===== src/rtl/wdog_pkg.sv =====
package wdog_pkg;
    typedef enum logic [1:0] {
        REG_RELOAD = 2'd0,
        REG_KICK   = 2'd1,
        REG_CTRL   = 2'd2,
        REG_STAT   = 2'd3
    } wd_addr_e;

    localparam int CTRL_HALT_BIT = 0;
    localparam int CTRL_RBT_BIT  = 1;
    localparam int POL_LSB       = 4;
    localparam int POL_W         = 4;
    localparam int STAT_TO_BIT   = 0;
    localparam int STAT_SEC_BIT  = 1;
endpackage


===== src/rtl/wdog_prescaler.sv =====
module wdog_prescaler #(
    parameter int PRESCALE = 4
) (
    input  logic clk,
    input  logic rst_n,
    input  logic clr,
    input  logic tick_in,
    output logic tick_en
);
    localparam int PW = (PRESCALE > 1) ? $clog2(PRESCALE) : 1;

    typedef struct packed {
        logic [PW-1:0] cnt;
        logic          pulse;
    } pre_t;

    pre_t pre_d, pre_q;

    generate
        if (PRESCALE > 1) begin : g_div
            always_comb begin
                pre_d       = pre_q;
                pre_d.pulse = 1'b0;
                if (clr) begin
                    pre_d.cnt = '0;
                end else if (tick_in) begin
                    if (pre_q.cnt == PW'(PRESCALE - 1)) begin
                        pre_d.cnt   = '0;
                        pre_d.pulse = 1'b1;
                    end else begin
                        pre_d.cnt = pre_q.cnt + 1'b1;
                    end
                end
            end
        end else begin : g_pass
            always_comb begin
                pre_d.cnt   = '0;
                pre_d.pulse = tick_in && !clr;
            end
        end
    endgenerate

    always_ff @(posedge clk or negedge rst_n) begin
        if (!rst_n) pre_q <= '0;
        else        pre_q <= pre_d;
    end

    assign tick_en = pre_q.pulse;

    p_pulse_needs_tick_r2: assert property (@(posedge clk) disable iff (!rst_n)
        $rose(tick_en) |-> $past(tick_in));
endmodule


===== src/rtl/wdog_counter.sv =====
module wdog_counter #(
    parameter int CNT_W = 16,
    parameter logic [CNT_W-1:0] RELOAD_DEF = '1
) (
    input  logic             clk,
    input  logic             rst_n,
    input  logic             tick_en,
    input  logic             halt,
    input  logic             kick,
    input  logic [CNT_W-1:0] reload_val,
    output logic [CNT_W-1:0] count,
    output logic             exp_first,
    output logic             exp_second
);
    typedef struct packed {
        logic [CNT_W-1:0] cnt;
        logic             stage2;
    } cnt_t;

    cnt_t cnt_d, cnt_q;

    always_comb begin
        cnt_d      = cnt_q;
        exp_first  = 1'b0;
        exp_second = 1'b0;
        if (kick) begin
            cnt_d.cnt    = reload_val;
            cnt_d.stage2 = 1'b0;
        end else if (tick_en && !halt) begin
            if (cnt_q.cnt == '0) begin
                cnt_d.cnt = reload_val;
                if (!cnt_q.stage2) begin
                    exp_first    = 1'b1;
                    cnt_d.stage2 = 1'b1;
                end else begin
                    exp_second = 1'b1;
                end
            end else begin
                cnt_d.cnt = cnt_q.cnt - 1'b1;
            end
        end
    end

    always_ff @(posedge clk or negedge rst_n) begin
        if (!rst_n) begin
            cnt_q.cnt    <= RELOAD_DEF;
            cnt_q.stage2 <= 1'b0;
        end else begin
            cnt_q <= cnt_d;
        end
    end

    assign count = cnt_q.cnt;

    p_step_one_r2: assert property (@(posedge clk) disable iff (!rst_n)
        (tick_en && !halt && !kick && count != '0) |=> count == $past(count) - 1'b1);
    p_halt_freeze_r9: assert property (@(posedge clk) disable iff (!rst_n)
        (halt && !kick) |=> $stable(count));
    p_kick_load_r5: assert property (@(posedge clk) disable iff (!rst_n)
        kick |=> count == $past(reload_val));
endmodule


===== src/rtl/wdog_status.sv =====
module wdog_status (
    input  logic       clk,
    input  logic       plat_rst_n,
    input  logic       por_n,
    input  logic       exp_first,
    input  logic       exp_second,
    input  logic       reboot_en,
    input  logic [1:0] clr_mask,
    output logic       to_flag,
    output logic       sec_flag,
    output logic       rst_req
);
    typedef struct packed {
        logic to;
        logic req;
    } plat_t;

    plat_t plat_d, plat_q;
    logic  sec_d, sec_q;

    always_comb begin
        plat_d.to  = (plat_q.to & ~clr_mask[0]) | exp_first;
        plat_d.req = plat_q.req | (exp_second & reboot_en);
        sec_d      = (sec_q & ~clr_mask[1]) | exp_second;
    end

    always_ff @(posedge clk or negedge plat_rst_n) begin
        if (!plat_rst_n) plat_q <= '0;
        else             plat_q <= plat_d;
    end

    always_ff @(posedge clk or negedge por_n) begin
        if (!por_n) sec_q <= 1'b0;
        else        sec_q <= sec_d;
    end

    assign to_flag  = plat_q.to;
    assign sec_flag = sec_q;
    assign rst_req  = plat_q.req;

    p_first_sets_r3: assert property (@(posedge clk) disable iff (!plat_rst_n)
        exp_first |=> to_flag);
    p_second_sets_r6: assert property (@(posedge clk) disable iff (!plat_rst_n)
        exp_second |=> sec_flag);
    p_req_cause_r7: assert property (@(posedge clk) disable iff (!plat_rst_n)
        $rose(rst_req) |-> $past(exp_second && reboot_en));
    p_req_hold_r7: assert property (@(posedge clk) disable iff (!plat_rst_n)
        rst_req |=> rst_req);
endmodule


===== src/rtl/wdog_two_stage.sv =====
module wdog_two_stage
    import wdog_pkg::*;
#(
    parameter int CNT_W = 16,
    parameter int PRESCALE = 4,
    parameter logic [CNT_W-1:0] RELOAD_DEF = CNT_W'(100)
) (
    input  logic             clk,
    input  logic             por_n,
    input  logic             rst_n,
    input  logic             tick_in,
    input  logic             wr_en,
    input  logic [1:0]       wr_addr,
    input  logic [CNT_W-1:0] wr_data,
    input  logic [1:0]       rd_addr,
    output logic [CNT_W-1:0] rd_data,
    output logic             mgmt_irq,
    output logic             plat_rst_req
);
    localparam int CTRL_W = POL_LSB + POL_W;

    typedef struct packed {
        logic [CNT_W-1:0] reload;
        logic             halt;
        logic             reboot_en;
    } cfg_t;

    logic plat_rst_n;
    assign plat_rst_n = rst_n & por_n;

    cfg_t             cfg_d, cfg_q;
    logic [POL_W-1:0] pol_d, pol_q;
    logic             kick, tick_en, exp_first, exp_second;
    logic             to_flag, sec_flag;
    logic [1:0]       clr_mask;
    logic [CNT_W-1:0] count;

    always_comb begin
        cfg_d    = cfg_q;
        pol_d    = pol_q;
        kick     = 1'b0;
        clr_mask = 2'b00;
        if (wr_en) begin
            case (wd_addr_e'(wr_addr))
                REG_RELOAD: cfg_d.reload = wr_data;
                REG_KICK:   kick = 1'b1;
                REG_CTRL: begin
                    cfg_d.halt      = wr_data[CTRL_HALT_BIT];
                    cfg_d.reboot_en = wr_data[CTRL_RBT_BIT];
                    pol_d           = wr_data[POL_LSB +: POL_W];
                end
                REG_STAT: clr_mask = {wr_data[STAT_SEC_BIT], wr_data[STAT_TO_BIT]};
                default: ;
            endcase
        end
    end

    always_ff @(posedge clk or negedge plat_rst_n) begin
        if (!plat_rst_n) begin
            cfg_q.reload    <= RELOAD_DEF;
            cfg_q.halt      <= 1'b0;
            cfg_q.reboot_en <= 1'b0;
        end else begin
            cfg_q <= cfg_d;
        end
    end

    always_ff @(posedge clk or negedge por_n) begin
        if (!por_n) pol_q <= '0;
        else        pol_q <= pol_d;
    end

    wdog_prescaler #(.PRESCALE(PRESCALE)) u_pre (
        .clk     (clk),
        .rst_n   (plat_rst_n),
        .clr     (kick),
        .tick_in (tick_in),
        .tick_en (tick_en)
    );

    wdog_counter #(.CNT_W(CNT_W), .RELOAD_DEF(RELOAD_DEF)) u_cnt (
        .clk        (clk),
        .rst_n      (plat_rst_n),
        .tick_en    (tick_en),
        .halt       (cfg_q.halt),
        .kick       (kick),
        .reload_val (cfg_q.reload),
        .count      (count),
        .exp_first  (exp_first),
        .exp_second (exp_second)
    );

    wdog_status u_stat (
        .clk        (clk),
        .plat_rst_n (plat_rst_n),
        .por_n      (por_n),
        .exp_first  (exp_first),
        .exp_second (exp_second),
        .reboot_en  (cfg_q.reboot_en),
        .clr_mask   (clr_mask),
        .to_flag    (to_flag),
        .sec_flag   (sec_flag),
        .rst_req    (plat_rst_req)
    );

    always_comb begin
        rd_data = '0;
        case (wd_addr_e'(rd_addr))
            REG_RELOAD: rd_data = cfg_q.reload;
            REG_KICK:   rd_data = count;
            REG_CTRL: begin
                rd_data[CTRL_HALT_BIT]      = cfg_q.halt;
                rd_data[CTRL_RBT_BIT]       = cfg_q.reboot_en;
                rd_data[POL_LSB +: POL_W]   = pol_q;
            end
            REG_STAT: begin
                rd_data[STAT_TO_BIT]  = to_flag;
                rd_data[STAT_SEC_BIT] = sec_flag;
            end
            default: ;
        endcase
    end

    assign mgmt_irq = to_flag;

    initial assert (CNT_W >= CTRL_W);

    p_irq_after_tick_r3: assert property (@(posedge clk) disable iff (!plat_rst_n)
        $rose(mgmt_irq) |-> $past(tick_en && !cfg_q.halt));
endmodule


===== config.mk =====
export PLATFORM = sky130hd
export DESIGN_NAME = wdog_two_stage
export DESIGN_NICKNAME = d
export VERILOG_FILES = /design/src/rtl/wdog_pkg.sv /design/src/rtl/wdog_prescaler.sv /design/src/rtl/wdog_counter.sv /design/src/rtl/wdog_status.sv /design/src/rtl/wdog_two_stage.sv
export SDC_FILE = /design/constraint.sdc
export NUM_CORES = 1
export LEC_CHECK = 0
export BUFFER_PORTS_ARGS = -buffer_cell sky130_fd_sc_hd__buf_2
export CORE_UTILIZATION = 56
export DETAILED_ROUTE_END_ITERATION = 8
export HOLD_SLACK_MARGIN = 0.12
export PLACE_DENSITY = 0.8
export RECOVER_POWER = 25
export SLEW_MARGIN = 20
export SYNTH_ARGS = -nofsm -noshare
export SYNTH_HDL_FRONTEND = slang
export SYNTH_SLANG_ARGS = --single-unit

===== constraint.sdc =====
create_clock -name clk -period 2.1 [get_ports clk]
set_input_delay 0.21 -clock clk [delete_from_list [all_inputs] [get_ports clk]]
set_output_delay 0.21 -clock clk [all_outputs]
set_load 0.005 [all_outputs]

==> impl_metrics.tcl, run 1 <==
set metrics [dict create \
    status "complete, no violations" \
    die_w_um 68.23 \
    ys_warn_count 0 \
    start_util 0.5968 \
    yosysSeqAreaShare 0.4615 \
    synth-main-ff-cell "dfrtp_1" \
    hp-class "in -> reg" \
    grt-ovfl-total 0 \
    clock_skew_ps 9.199 \
    io-pin-count 43 \
    synth_area_leaders "dfrtp_1 40%, mux2_2 9.6%, mux2i_1 7.3%, dfstp_2 6.4%, nor2_1 4.3%" \
    required_ps 2290 \
    gp_congestion 0.9352 \
    multiInputGateArea_sq_um 1272 \
    crit_chain "or4_4 -> or3_1 -> a32o_1 -> a221o_1" \
    core_sq_um 4115 \
    fmax_mhz 505.6 \
    post-route-drc-count 0 \
    worstMarginPinSlew_ps 1012 \
    dr_wl_met2_mm 2.647 \
    via_count 2008 \
    synth_edf_count 0 \
    worst-setup-path-type "reg -> reg" \
    drt_iter0_drc 131 \
    leakage_nw 1.314 \
    power_w 0.002538 \
    synth_top_area_frac 0.3974 \
    synth_seq_cells 45 \
    tns_ps 0 \
    rsz0062_at_grt "no" \
    drt-total-wl_mm 5.384 \
    crit_path_end_kind "register" \
    seq_area_sq_um 1134 \
    syn_inst 239 \
    min_period_ps 1978 \
    p_per_area_nw_per_um2 879.5 \
    max-slew-margin-rel 0.3251 \
    antenna_cells 0 \
    max-vdd-ir-drop_mv 0.4993 \
    cts.sinks 45 \
    antenna_found_initial 0 \
    drt.antenna.violating_nets 0 \
    highest_layer "met4" \
    yosysTopAreaCell "dfrtp_1" \
    tritoncts "done" \
    slew_viol_final 0 \
    postLayoutCoreUtil 0.7011 \
    hold_viol_final 0 \
    grt_pass1_wl_mm 8.880 \
    port_buffers 42 \
    nets 319 \
    setup_viol 0 \
    viasPerCell 5.871 \
    async_reset_ff_frac 1.000 \
    worstSkewPairLatency_ps 300 \
    met1_length_mm 2.369 \
    ys_types 46 \
    synth.net_count 267 \
    critPathTopFamily "simple AND/OR/NAND/NOR gates" \
    root_buffer "clkbuf_8" \
    num-fill-cells 321 \
    die-height_um 68.23 \
    synth_area_sq_um 2456 \
    drt_pass1_iterations 4 \
    path_buf_inv 0 \
    drive_gt1_frac 0.3082 \
    die_area_sq_um 4655 \
    cp-start-kind "register" \
    htree_levels 2 \
    cap_violations 0 \
    post_synth.cell_area_avg_sq_um 10.28 \
    wl_met3_um 314 \
    row_count 23 \
    cts_buffers 5 \
    arrival_ps 2160 \
    period_share 0.9417 \
    path_clk_slew_ps 80 \
    synthToLayoutAreaGrowth_pct 17.47 \
    grt_pass1_vias 1942 \
    clock_path_buffers 2 \
    grt_max_degree 22 \
    crit_slowest_cell "or4_4" \
    worst_path_largest_cell_delay_ps 580 \
    wl_per_cell_um 15.74 \
    dpl.hpwl_mm 4.033 \
    worst-path-max-fanout 5 \
    track_usage 0.2628 \
]
==> registers in the layout, indices dropped and copies added, names as in the netlist <==
signal	flops
pol_q	4
u_cnt.cnt_q	1
u_stat.sec_flag	1
u_pre.pre_q	2
u_stat.to_flag	1
u_cnt.count	16
u_stat.rst_req	1
cfg_q	18
u_pre.tick_en	1
==> power by group <==
part           internal (W)  switching [W]  leakage, nW
clock network      0.000268       0.000272       0.0455
registers           0.00109       0.000222        0.550
logic              0.000351       0.000329        0.719
==> metal layers <==
layer / vias up / GRT usage
met2: 73 / 0.4449
met5: - / 0
li1: 971 / -
met3: 8 / 0.06667
met4: 0 / 0.06510
met1: 956 / 0.3341
==> worst paths after layout <==
check,start,to,slack [ps],depth (start not counted)
worst max-delay path,u_cnt.count[1],u_cnt.count[13],120,4
worst min-delay path,wr_data[3],cfg_q[5],140,2
worst max register to register,u_cnt.count[1],u_cnt.count[13],120,4
worst min register to register,u_stat.rst_req,u_stat.rst_req,460,1
max in group asynchronous,por_n,u_cnt.count[2],700,4
min in group asynchronous,por_n,pol_q[1],330,2
==> stage by stage <==
stage / worst slack [ps] / cells / hold slack (ps) / instance area (sq um)
6_report: 122.3 / 342 / 137.8 / 2885
5_1_grt: 10.65 / 342 / 129.7 / 2885
4_1_cts: 115.5 / 342 / 130.5 / 2893
3_5_place_dp: 137.2 / 332 / 36.36 / 2783
3_3_place_gp: 166.8 / 332 / 37.08 / 2783
2_1_floorplan: 207.3 / 239 / -85.59 / 2456
==> kinds of logic after synthesis <==
| logic type | count (synthesis) | share of synthesized area |
|---|---|---|
| AOI/OAI and AO/OA | 42 | 0.1121 |
| xor gates and xnor gates | 7 | 0.02496 |
| adders and majority gates | 3 | 0.01528 |
| buffers and inverters | 14 | 0.02190 |
| DFF | 45 | 0.4615 |
| muxes | 41 | 0.1880 |
| and+or+nand+nor | 87 | 0.1763 |
==> timing repair <==
item                                   in CTS  in global routing
resized for setup                           0                  2
setup endpoints to repair                   0                  2
setup buffers                               0                  0
hold buffers                                2                  0
endpoints found under the hold margin      22                  0
==> layout by cell type, fill, tap and decap left out, drive strengths merged, types with 4 or more instances in the layout <==
cell	Yosys	routed
a211oi	4	4
a21oi	5	5
and3	4	4
buf	2	48
clkbuf	7	12
dfrtp	39	39
dfstp	6	6
inv	5	5
mux2	21	21
mux2i	18	18
nand2	23	23
nor2	28	28
nor3	8	8
o21ai	19	19
xnor2	4	4
==> cells in the mapped netlist, types with 3 or more instances <==
cell	instances
ha_1	3
or3_1	3
o21ai_0	18
a211oi_1	4
xnor2_1	4
nand2_1	23
mux2_2	21
dfrtp_1	39
a21oi_1	5
nand3b_1	3
xor2_1	3
inv_1	5
mux2i_1	18
nor2_1	28
nand3_1	3
and3_1	4
clkbuf_1	7
dfstp_2	6
nor3_1	7
==> final cells by class <==
cell class	instances	area share
clock buffers	8	0.03122
repair buffers	54	0.1067
multi-input cells	180	0.4410
flip-flops and latches	45	0.3929
inverters	5	0.006505
well taps	50	0.02168
Note: power is estimated with default switching activity, not from simulation.
==> run 2, diff against run 1 <==
CORE_UTILIZATION = 60   (was 56)
PLACE_DENSITY = 0.85   (was 0.8)
clock period = 2.5 ns   (was 2.1 ns; I/O delays follow)
==> run 2 against run 1 <==
Against the previous run: via count is 0.65% lower; clock power decreased by 20%; combinational power down 19%; worst setup slack improved by 340 ps; critical path type unchanged.
==> impl_metrics.tcl, run 2 (synthesis gave the netlist of run 1 again) <==
set metrics [dict create \
    hold_viol_final 0 \
    drt_pass1_iterations 4 \
    antenna_found_initial 0 \
    tritoncts "done" \
    drive_gt1_frac 0.2917 \
    grt_pass1_vias 2028 \
    htree_levels 2 \
    required_ps 2690 \
    leakage_nw 1.289 \
    post_cts_resized 0 \
    io-pin-count 43 \
    arrival_ps 2230 \
    die_w_um 65.98 \
    dpl.cell_count 326 \
    grt_pass1_wl_mm 9.163 \
    wl_per_cell_um 15.75 \
    top_register "cfg_q" \
    layout_commonest_cell "buf_2" \
    crit_path_start "u_cnt.count[4]" \
    drt-total-wl_mm 5.291 \
    post-route-drc-count 0 \
    antenna_cells 0 \
    cp-start-kind "register" \
    status "complete, no violations" \
    clock_path_buffers 2 \
    cts.sinks 45 \
    grt_max_degree 23 \
    nets 315 \
    rsz0062_at_grt "no" \
    slew_viol_final 0 \
    fmax_mhz 490.2 \
    path_clk_slew_ps 80 \
    row_count 22 \
    period_share 0.8161 \
    crit_path_end_kind "register" \
    cts_buffers 5 \
    p_per_area_nw_per_um2 740.0 \
    setup_viol 0 \
    reg2reg_from "u_cnt.count[4]" \
    core_sq_um 3799 \
    hp-class "in -> reg" \
    drt_iter0_drc 130 \
    die_area_sq_um 4353 \
    multiInputGateArea_sq_um 1265 \
    via_count 1995 \
    min_period_ps 2040 \
    grt-ovfl-total 0 \
    track_usage 0.2828 \
    post_layout_nonfiller_instances 336 \
    most-common-layout-cells "40 x buf_2, 39 x dfrtp_1, 28 x nor2_1" \
    port_buffers 42 \
    seq_area_sq_um 1134 \
    worst-setup-path-type "reg -> reg" \
    clock_skew_ps 7.919 \
    viasPerCell 5.938 \
    num-fill-cells 291 \
    start_util 0.6466 \
    gp_congestion 0.8931 \
    min_from "wr_data[14]" \
    tns_ps 0 \
    max-slew-margin-rel 0.2984 \
    cap_violations 0 \
    synthToLayoutAreaGrowth_pct 15.03 \
    worst-path-max-fanout 8 \
    dpl.hpwl_mm 3.897 \
    worstMarginPinSlew_ps 1052 \
    drt.antenna.violating_nets 0 \
    worstSkewPairLatency_ps 300 \
    max-vdd-ir-drop_mv 0.4785 \
    largest_register_ff_count 18 \
    root_buffer "clkbuf_8" \
    die-height_um 65.98 \
]
==> run 2: cell types whose count changed in the layout (fill, tap and decap cells not counted), sizes merged <==
cell and delta:
buf -4, clkinv +2, clkbuf -2
==> run 2: worst paths after layout <==
path | endpoint | slack, ps | depth (start not counted)
min | cfg_q[16] | 170 | 2
max reg2reg | u_cnt.count[13] | 460 | 5
min in group asynchronous | pol_q[3] | 350 | 2
min reg2reg | u_stat.rst_req | 490 | 1
max in group asynchronous | cfg_q[8] | 960 | 4
max | u_cnt.count[13] | 460 | 5
==> run 2: layout make-up <==
class | instances | share of cell area
Inverter | 5 | 0.006643
Multi-Input combinational cell | 180 | 0.4477
Clock inverter | 2 | 0.003543
Sequential cell | 45 | 0.4012
Clock buffer | 6 | 0.02569
Tap cell | 48 | 0.02126
Timing Repair Buffer | 50 | 0.09389
==> run 2: per-stage QoR <==
| stage | utilization | hold slack (ps) | area [sq um] | power (W) | worst slack, ps |
|---|---|---|---|---|---|
| after floorplan | - | -45.59 | 2456 | 0.001468 | 607.3 |
| after global placement | 0.7207 | 79.77 | 2738 | 0.001632 | 553.9 |
| after detailed placement | 0.7207 | 77.61 | 2738 | 0.001668 | 515.3 |
| after CTS | 0.7477 | 164.6 | 2840 | 0.002107 | 500.8 |
| after global routing | 0.7437 | 167.9 | 2825 | 0.002230 | 331.5 |
| final | 0.7437 | 172.6 | 2825 | 0.002091 | 459.8 |
==> run 2: power breakdown <==
part | internal, W | total, W | switching (W) | leakage, nW
logic | 0.000284 | 0.000554 | 0.000269 | 0.694
clock network | 0.000194 | 0.000434 | 0.000241 | 0.0450
registers | 0.000920 | 0.00110 | 0.000183 | 0.550
==> run 2: critical path, stage by stage, from the launching register on <==
cell	delay, ps
dfrtp_1	440
nor3_1	300
nand3_1	280
or3_1	370
a32o_1	260
a221o_1	260
==> run 2: layer usage <==
metal	share of wire	global-route usage	vias to the layer above
li1	-	-	964
met1	0.45	0.3561	976
met2	0.50	0.4809	49
met3	0.039	0.05862	6
met4	0.012	0.09840	0
met5	0	0	-
==> run 2: repair_timing <==
action / 4_1_cts / 5_1_grt
setup buffers: 0 / 0
endpoints found under the hold margin: 24 / 0
hold buffers: 2 / 0
==> run 3, diff against run 2 <==
ABC_AREA = 1   (was unset)
CORE_UTILIZATION = 51   (was 60)
PLACE_DENSITY = 0.76   (was 0.85)
clock period = 1.7 ns   (was 2.5 ns; I/O delays follow)
==> run 3 against run 2 <==
Against the previous run: routed wire length rose by 24%; sequential share of layout area decreased by 4.2 points; highest routed layer unchanged; largest power group unchanged; sequential cell count stayed put; global-route usage decreased by 1.2 points; clock power up 68%; clock skew is 2.8 ps lower; final cell count up 44%; design area increased by 12%.
==> impl_metrics.tcl, run 3 <==
set metrics [dict create \
    hp-class "in -> reg" \
    clock_skew_ps 5.129 \
    synth_area_leaders "dfrtp_1 38%, nand2_1 17%, nand3_1 7.9%, dfstp_2 6.1%, inv_1 5.8%" \
    worst-path-max-fanout 21 \
    syn_inst 349 \
    hold_viol_final 0 \
    post-route-drc-count 0 \
    whs_path_depth 3 \
    core_sq_um 4786 \
    cp_common_cell "clkbuf_1" \
    die_area_sq_um 5355 \
    port_buffers 42 \
    crit_path_end_kind "register" \
    ys_types 27 \
    top_register "cfg_q" \
    dpl.cell_count 459 \
    layout_commonest_cell "nand2_1" \
    worst_path_largest_cell_delay_ps 800 \
    tritoncts "done" \
    worst-setup-path-type "in -> reg" \
    via_count 2538 \
    yosysTopAreaCell "dfrtp_1" \
    viasPerCell 5.244 \
    row_count 25 \
    min_from "tick_in" \
    start_util 0.5399 \
    required_ps 1880 \
    tns_ps 0 \
    path_clk_slew_ps 80 \
    grt_pass1_wl_mm 11.03 \
    root_buffer "clkbuf_8" \
    drt_pass1_iterations 5 \
    yosysSeqAreaShare 0.4387 \
    ff2ff_path_depth 8 \
    ys_top_cells_by_count "115 x nand2_1, 41 x nand3_1, 40 x inv_1" \
    ys_warn_count 0 \
    max-slew-margin-rel 0.2788 \
    crit_path_start "wr_addr[0]" \
    worstMarginPinSlew_ps 1082 \
    drt_iter0_drc 154 \
    slew_viol_final 0 \
    reg2reg_slack_ps 170 \
    worstSkewPairLatency_ps 300 \
    cap_violations 0 \
    largest_register_ff_count 18 \
    nets 444 \
    synth_edf_count 0 \
    grt_pass1_vias 2432 \
    synth_area_sq_um 2584 \
    crit_slowest_cell "clkbuf_1" \
    leakage_nw 1.614 \
    drt.antenna.violating_nets 0 \
    fmax_mhz 644.4 \
    die_w_um 73.18 \
    min_period_ps 1552 \
    drt-total-wl_mm 6.551 \
    path_buf_inv 3 \
    p_per_area_nw_per_um2 1161 \
    most-common-layout-cells "115 x nand2_1, 41 x nand3_1, 40 x buf_2" \
    gp_congestion 0.9402 \
    clock_path_buffers 2 \
    io-pin-count 43 \
    grt_max_degree 41 \
    wl_per_cell_um 13.54 \
    synth_top_area_frac 0.3777 \
    status "complete, no violations" \
    cts.sinks 45 \
    crit_chain "clkbuf_1 -> inv_1 -> nand3_1 -> clkbuf_1 -> mux2_2" \
    antenna_found_initial 0 \
    post_synth.cell_area_avg_sq_um 7.403 \
    reg2reg_from "u_cnt.count[0]" \
    arrival_ps 1730 \
    critPathTopFamily "buffers and inverters" \
    cts_buffers 5 \
    path_depth 5 \
    synth-main-ff-cell "dfrtp_1" \
    antenna_cells 0 \
    cp-start-kind "input pin" \
    dpl.hpwl_mm 4.570 \
    grt-ovfl-total 0 \
    max-vdd-ir-drop_mv 0.7218 \
    async_reset_ff_frac 1.000 \
    synth.net_count 377 \
    drive_gt1_frac 0.2038 \
    synth_seq_cells 45 \
    setup_viol 0 \
    post_layout_nonfiller_instances 484 \
    period_share 0.9129 \
    rsz0062_at_grt "no" \
    synthToLayoutAreaGrowth_pct 22.28 \
    track_usage 0.2710 \
    yosysMostFrequentCell "nand2_1" \
    die-height_um 73.18 \
    htree_levels 2 \
]
==> run 3: cell types whose count changed after synthesis, moves of 6 or more <==
cell	before	now
mux2_2	21	8
nand3_1	3	41
nor2_1	28	34
o21ai_0	18	24
inv_1	5	40
nor3_1	7	0
nand2_1	23	115
mux2i_1	18	0
==> run 3: metal layers <==
layer / track usage / vias to the layer above / part of all wire
li1: - / 1253 / -
met1: 0.3623 / 1189 / 0.44
met2: 0.4486 / 86 / 0.49
met3: 0.05110 / 10 / 0.056
met4: 0.07625 / 0 / 0.013
met5: 0 / - / 0
==> run 3: final timing paths <==
kind,to
setup / recovery,cfg_q[14]
hold / removal,u_pre.tick_en
setup reg to reg,u_cnt.count[9]
hold reg to reg,u_stat.rst_req
max in group asynchronous,cfg_q[7]
min in group asynchronous,pol_q[3]
==> run 3: logic make-up after synthesis <==
family | Yosys count | share of synthesized area
AND/OR/NAND/NOR | 204 | 0.3419
XOR/XNOR | 3 | 0.01017
flip-flops | 45 | 0.4387
AO/OA/AOI/OAI | 38 | 0.08620
buffers and inverters | 48 | 0.07360
adder cells (fa/ha/maj) | 3 | 0.01453
multiplexers | 8 | 0.03487
==> run 3: worst register-to-register path, stage by stage, from the launching register on <==
cell     delay [ps]
dfrtp_1         420
inv_2           100
ha_1            160
nand2_1          50
nor2_1          130
nand2_2         130
o21ai_2         320
nand2_1          90
nand2_1          80
==> run 3: timing repair <==
action | in CTS | in global routing
hold endpoints to repair | 50 | 1
gates resized for setup | 0 | 2
setup endpoints to repair | 0 | 5
setup buffers | 0 | 2
hold buffers | 13 | 1
==> run 3: area by class of cell <==
class | count | area, sq um
clock inverter | 1 | 5.005
sequential | 45 | 1134
fill | 435 | 1627
timing repair buffer | 66 | 415.4
inverter | 41 | 153.9
tap | 67 | 83.83
multi-input combinational | 257 | 1271
clock buffer | 7 | 96.34
==> run 3: per-stage QoR <==
| step | hold slack [ps] | instance area, sq um | worst slack [ps] | total power (W) | utilization |
|---|---|---|---|---|---|
| final | 133.7 | 3159 | 148.1 | 0.003668 | 0.6601 |
| after global routing | 153.5 | 3159 | 2.197 | 0.003972 | 0.6601 |
| after CTS | 122.3 | 3133 | 114.3 | 0.003658 | 0.6546 |
| after detailed placement | 6.085 | 2902 | 128.2 | 0.002907 | 0.6063 |
| after global placement | 9.892 | 2902 | 161.9 | 0.002878 | 0.6063 |
| after floorplan | -125.6 | 2584 | 282.8 | 0.002498 | - |
==> run 3: report_power, final <==
| part | internal (W) | switching (W) |
|---|---|---|
| clock | 0.000368 | 0.000360 |
| combinational | 0.000513 | 0.000774 |
| sequential | 0.00137 | 0.000280 |
